--- src/rtl/pwr_part_pkg.sv ---
package pwr_part_pkg;
  localparam int NUM_PART  = 7;
  localparam int ADDR_W    = 8;
  localparam int DATA_W    = 32;
  localparam int IDX_W     = 8;
  localparam int START_BIT = 8;
  localparam int SWAP_A    = 3;
  localparam int SWAP_B    = 4;
  localparam logic [ADDR_W-1:0] OFF_TOGGLE = 8'h30;
  localparam logic [ADDR_W-1:0] OFF_CLR    = 8'h34;
  localparam logic [ADDR_W-1:0] OFF_STAT   = 8'h38;
endpackage

--- src/rtl/pwr_part_regif.sv ---
module pwr_part_regif
  import pwr_part_pkg::*;
#(
  parameter int N      = NUM_PART,
  parameter int AW     = ADDR_W,
  parameter int DW     = DATA_W,
  parameter int IW     = IDX_W,
  parameter int SBIT   = START_BIT,
  parameter int SA     = SWAP_A,
  parameter int SB     = SWAP_B
) (
  input  logic          clk_i,
  input  logic          rst_ni,
  input  logic          wr_i,
  input  logic          rd_i,
  input  logic [AW-1:0] addr_i,
  input  logic [DW-1:0] wdata_i,
  input  logic [N-1:0]  status_i,
  output logic [N-1:0]  tog_sel_o,
  output logic [N-1:0]  rel_sel_o,
  output logic [DW-1:0] rdata_o
);
  localparam logic [IW-1:0] N_L = IW'(N);

  logic          hit_tog, hit_clr, tog_go;
  logic [IW-1:0] idx;
  logic [DW-1:0] rdata_q;

  assign hit_tog = wr_i && (addr_i == AW'(OFF_TOGGLE));
  assign hit_clr = wr_i && (addr_i == AW'(OFF_CLR));
  assign idx     = wdata_i[IW-1:0];
  assign tog_go  = hit_tog && wdata_i[SBIT] && (idx < N_L);

  for (genvar i = 0; i < N; i++) begin : g_sel
    localparam int SRC = (i == SA) ? SB : ((i == SB) ? SA : i);
    assign tog_sel_o[i] = tog_go && (idx == IW'(i));
    assign rel_sel_o[i] = hit_clr && wdata_i[SRC];
  end

  always_ff @(posedge clk_i or negedge rst_ni) begin
    if (!rst_ni) rdata_q <= '0;
    else if (rd_i && addr_i == AW'(OFF_STAT)) rdata_q <= DW'(status_i);
    else rdata_q <= '0;
  end
  assign rdata_o = rdata_q;

  AST_ONE_TOGGLE: assert property (@(posedge clk_i) disable iff (!rst_ni)
    $onehot0(tog_sel_o));
  AST_UNMAPPED_ZERO: assert property (@(posedge clk_i) disable iff (!rst_ni)
    (rd_i && addr_i != AW'(OFF_STAT)) |=> (rdata_o == '0));
  AST_STATUS_READ: assert property (@(posedge clk_i) disable iff (!rst_ni)
    (rd_i && addr_i == AW'(OFF_STAT)) |=> (rdata_o == DW'($past(status_i))));
endmodule

--- src/rtl/pwr_part_slice.sv ---
module pwr_part_slice (
  input  logic clk_i,
  input  logic rst_ni,
  input  logic tog_i,
  input  logic rel_i,
  output logic pwr_o,
  output logic clamp_o
);
  logic pwr_q, clamp_q;

  always_ff @(posedge clk_i or negedge rst_ni) begin
    if (!rst_ni) begin
      pwr_q   <= 1'b0;
      clamp_q <= 1'b1;
    end else begin
      pwr_q <= pwr_q ^ tog_i;
      if (tog_i && pwr_q)      clamp_q <= 1'b1;  // going off
      else if (rel_i && pwr_q) clamp_q <= 1'b0;  // only while powered
    end
  end

  assign pwr_o   = pwr_q;
  assign clamp_o = clamp_q;

  AST_OFF_CLAMPED: assert property (@(posedge clk_i) disable iff (!rst_ni)
    !pwr_q |-> clamp_q);
  AST_TOGGLE_FLIP: assert property (@(posedge clk_i) disable iff (!rst_ni)
    tog_i |=> (pwr_q != $past(pwr_q)));
  AST_NO_TOGGLE_HOLD: assert property (@(posedge clk_i) disable iff (!rst_ni)
    !tog_i |=> $stable(pwr_q));
endmodule

--- src/rtl/pwr_part_ctrl.sv ---
module pwr_part_ctrl
  import pwr_part_pkg::*;
#(
  parameter int N  = NUM_PART,
  parameter int AW = ADDR_W,
  parameter int DW = DATA_W
) (
  input  logic          clk_i,
  input  logic          rst_ni,
  input  logic          wr_i,
  input  logic          rd_i,
  input  logic [AW-1:0] addr_i,
  input  logic [DW-1:0] wdata_i,
  output logic [DW-1:0] rdata_o,
  output logic [N-1:0]  pwr_en_o,
  output logic [N-1:0]  clamp_o
);
  logic [N-1:0] tog_sel, rel_sel;

  pwr_part_regif #(.N(N), .AW(AW), .DW(DW)) u_regif (
    .clk_i, .rst_ni, .wr_i, .rd_i, .addr_i, .wdata_i,
    .status_i (pwr_en_o),
    .tog_sel_o(tog_sel),
    .rel_sel_o(rel_sel),
    .rdata_o
  );

  for (genvar i = 0; i < N; i++) begin : g_part
    pwr_part_slice u_slice (
      .clk_i, .rst_ni,
      .tog_i  (tog_sel[i]),
      .rel_i  (rel_sel[i]),
      .pwr_o  (pwr_en_o[i]),
      .clamp_o(clamp_o[i])
    );
  end
endmodule

--- config.mk ---
export PLATFORM = sky130hd
export DESIGN_NAME = pwr_part_ctrl
export DESIGN_NICKNAME = d
export VERILOG_FILES = /design/src/rtl/pwr_part_pkg.sv /design/src/rtl/pwr_part_regif.sv /design/src/rtl/pwr_part_slice.sv /design/src/rtl/pwr_part_ctrl.sv
export SDC_FILE = /design/constraint.sdc
export NUM_CORES = 1
export LEC_CHECK = 0
export BUFFER_PORTS_ARGS = -buffer_cell sky130_fd_sc_hd__buf_4
export CORE_MARGIN = 4
export CORE_UTILIZATION = 36
export DETAILED_ROUTE_END_ITERATION = 16
export PLACE_DENSITY = 0.78
export SYNTH_ARGS = -nofsm -noshare
export SYNTH_HDL_FRONTEND = slang
export SYNTH_SLANG_ARGS = --single-unit
--- constraint.sdc ---
create_clock -name clk_i -period 0.9 [get_ports clk_i]
set_input_delay 0.135 -clock clk_i [delete_from_list [all_inputs] [get_ports clk_i]]
set_output_delay 0.135 -clock clk_i [all_outputs]
set_load 0.01 [all_outputs]
==> impl_metrics.json <==
{
  "drc": 0,
  "use_met3_pct": 3.28,
  "synthTopCellsByArea": "dfrtp_1, buf_4, dfstp_2, ha_1, nor3_1",
  "gr-total-overflow": 0,
  "synth_area_per_cell_um2": 10.9,
  "finalCritPeriodShare_pct": 134,
  "core_mm2": 0.00342,
  "cts_root_buf": "clkbuf_4",
  "critPathMaxFanout": 7,
  "status": "finished with violations",
  "cts_sinks": 21,
  "cellLeakagePower_nw": 0.996,
  "maxClockFrequency_mhz": 826,
  "dieArea_mm2": 0.00466,
  "final_common_cell": "buf_4",
  "clkLatencyLatePin_ns": 0.30,
  "slew_violations": 0,
  "syn_inst": 120,
  "critPathTopFamily": "simple AND/OR/NAND/NOR gates",
  "holdWs_ns": 0.0136,
  "setup_violations": 35,
  "cts_buffer_depth": 2,
  "via_per_inst": 4.57,
  "busiest_layer": "met2",
  "cpMostUsedCell": "nor3_2",
  "min_period_ns": 1.21,
  "wl_per_cell_um": 13.7,
  "yosys_warnings": 0,
  "r2r_setup_slack_ns": -0.24,
  "numCtsBuffers": 3,
  "hold_violations": 0,
  "synth_seq_cells": 21,
  "peakVddDrop_v": 0.000388,
  "register_area_um2": 534,
  "portBuffers": 41,
  "reg2reg_from": "g_part[6].u_slice.pwr_o$_DFF_PN0_",
  "p_per_area_mw_per_mm2": 833,
  "path_buf_inv": 1,
  "yosysTopAreaCellShare_pct": 26.8,
  "rsz0062_at_grt": "true",
  "multiInputGateArea_um2": 691,
  "syn_to_final_growth_pct": 55.8,
  "syn_area_mm2": 0.00131,
  "drt_iter0_markers": 41,
  "max_stage_delay_ns": 0.31,
  "critPathArrivalTime_ns": 1.44,
  "yosysUniqueCellTypes": 22,
  "dpl.hpwl_um": 2210,
  "crit_path_cell_trace": "buf_8 -> nor4_4 -> nand4b_4 -> nor3_2 -> ha_2 -> nor3_2 -> a41oi_2",
  "worstPathRequired_ns": 1.13,
  "yosysSeqAreaShare_pct": 40.9,
  "routed_wl_um": 3150,
  "final_cell_mix": "buf_4, buf_6, conb_1",
  "nets": 236,
  "via_count": 1051,
  "start_util_pct": 38.2,
  "antenna_found_initial": 0,
  "post-place-ws_ns": -0.757,
  "violations": "setup timing",
  "min-delay-start": "wdata_i[5]",
  "ios": 90,
  "hp-class": "input port to flop",
  "drive_gt1_share_pct": 59.8,
  "grtUsageTotal_pct": 13.8,
  "grt_pass1_wl_um": 4680,
  "fp.dieH_um": 68.2,
  "htreeDepth": 1,
  "die_width_um": 68.2,
  "synth_area_leader_cell": "dfrtp_1",
  "drv_cap": 0,
  "cts_tree": "yes",
  "fillers": 278,
  "gp_congestion": 0.872,
  "diodes": 0,
  "fp-row-count": 21,
  "drt-pass1-iter-count": 4,
  "use_met1_pct": 16.6,
  "fin_worst_skew_ns": 0.000451,
  "grt_pass1_vias": 1019,
  "grt.met2_usage_pct": 23.8,
  "cp-end-kind": "flop",
  "cp_slowest_cell": "nor4_4",
  "critical_path_class": "input port to flop",
  "grt_max_degree": 22,
  "detail-route-antenna-nets": 0,
  "crit_path_start": "wdata_i[5]",
  "layout_setup_ws_ns": -0.310,
  "clkSlewWorstSetupHoldPaths_ns": 0.11,
  "start_kind": "input port"
}
## per-stage QoR
stage / power, mW / utilization [%] / area [µm²] / setup TNS, ns / instances
floorplan: 1.13 / - / 1400 / -4.60 / 144
global placement: 1.20 / 46.5 / 1590 / -9.91 / 208
detailed placement: 1.20 / 46.5 / 1590 / -10.66 / 208
CTS: 1.69 / 57.5 / 1970 / -5.81 / 229
global route: 1.78 / 59.6 / 2040 / -7.53 / 230
finish: 1.70 / 59.6 / 2040 / -5.86 / 230
## power breakdown
| part | switching [mW] | internal, mW |
|---|---|---|
| clock network | 0.295 | 0.166 |
| logic | 0.164 | 0.125 |
| registers | 0.0000423 | 0.945 |
## repair_timing
| action | 4_1_cts | 5_1_grt |
|---|---|---|
| hold buffers | 2 | 0 |
| hold endpoints to repair | 22 | 0 |
| pin swaps | 22 | 11 |
| resized for setup | 50 | 15 |
| setup endpoints to repair | 35 | 42 |
| setup buffers | 15 | 1 |
## worst paths after layout
path / to / cells past startpoint
max in group asynchronous: g_part[6].u_slice.clamp_o$_DFFE_PN1P_ / 2
min in group asynchronous: g_part[1].u_slice.pwr_o$_DFF_PN0_ / 2
hold / removal: g_part[5].u_slice.clamp_o$_DFFE_PN1P_ / 2
setup reg to reg: g_part[6].u_slice.clamp_o$_DFFE_PN1P_ / 4
setup / recovery: g_part[6].u_slice.clamp_o$_DFFE_PN1P_ / 7
hold reg to reg: g_part[0].u_slice.clamp_o$_DFFE_PN1P_ / 2
## cells in the mapped netlist
master and number:
nand4_1 1, nor3_4 1, nand4bb_4 1, dfstp_2 7, nand2b_1 1, nor3_1 14
nand3_1 1, buf_4 39, nand4b_1 1, dfrtp_1 14, ha_1 7, a41oi_1 7
conb_1 1, nor4_4 2, and2_1 7, nor4b_1 2, nor2b_1 1, inv_1 1
nand4b_4 1, nor2_1 8, nand3b_1 2, clkinv_1 1
## logic make-up (layout without fill, tap and decap cells)
logic type | after synthesis | in the layout | share of synthesized area [%]
compound gates | 7 | 7 | 4.69
fa+ha+maj | 7 | 7 | 6.70
buf+inv | 41 | 81 | 23.0
flops | 21 | 21 | 40.9
other cells | 1 | 25 | 0.287
simple gates | 43 | 43 | 24.4
## final cells by class
type                       count  area share (%)
timing repair buffer          75            35.3
multi-input combinational     82            33.9
sequential                    21            26.2
tap                           46            2.83
clock buffer                   3            1.11
inverter                       2           0.369
clock inverter                 1           0.246
## state kept, by name (all words and copies together) (netlist names)
signal                  count
u_regif.rdata_o             7
g_part.u_slice.pwr_o        7
g_part.u_slice.clamp_o      7
## worst reg2reg max path, stage by stage, from the launching register on
cell and delay (ns):
dfrtp_1 0.41, buf_4 0.14, ha_2 0.18, nor3_2 0.19, a41oi_2 0.15
## per-layer routing
| layer | wire (µm) | vias to the layer above |
|---|---|---|
| met2 | 1650 | 48 |
| met4 | 30 | 0 |
| met5 | 0 | - |
| li1 | - | 485 |
| met3 | 249 | 5 |
| met1 | 1220 | 513 |
Power figures use the tool's default switching activity.
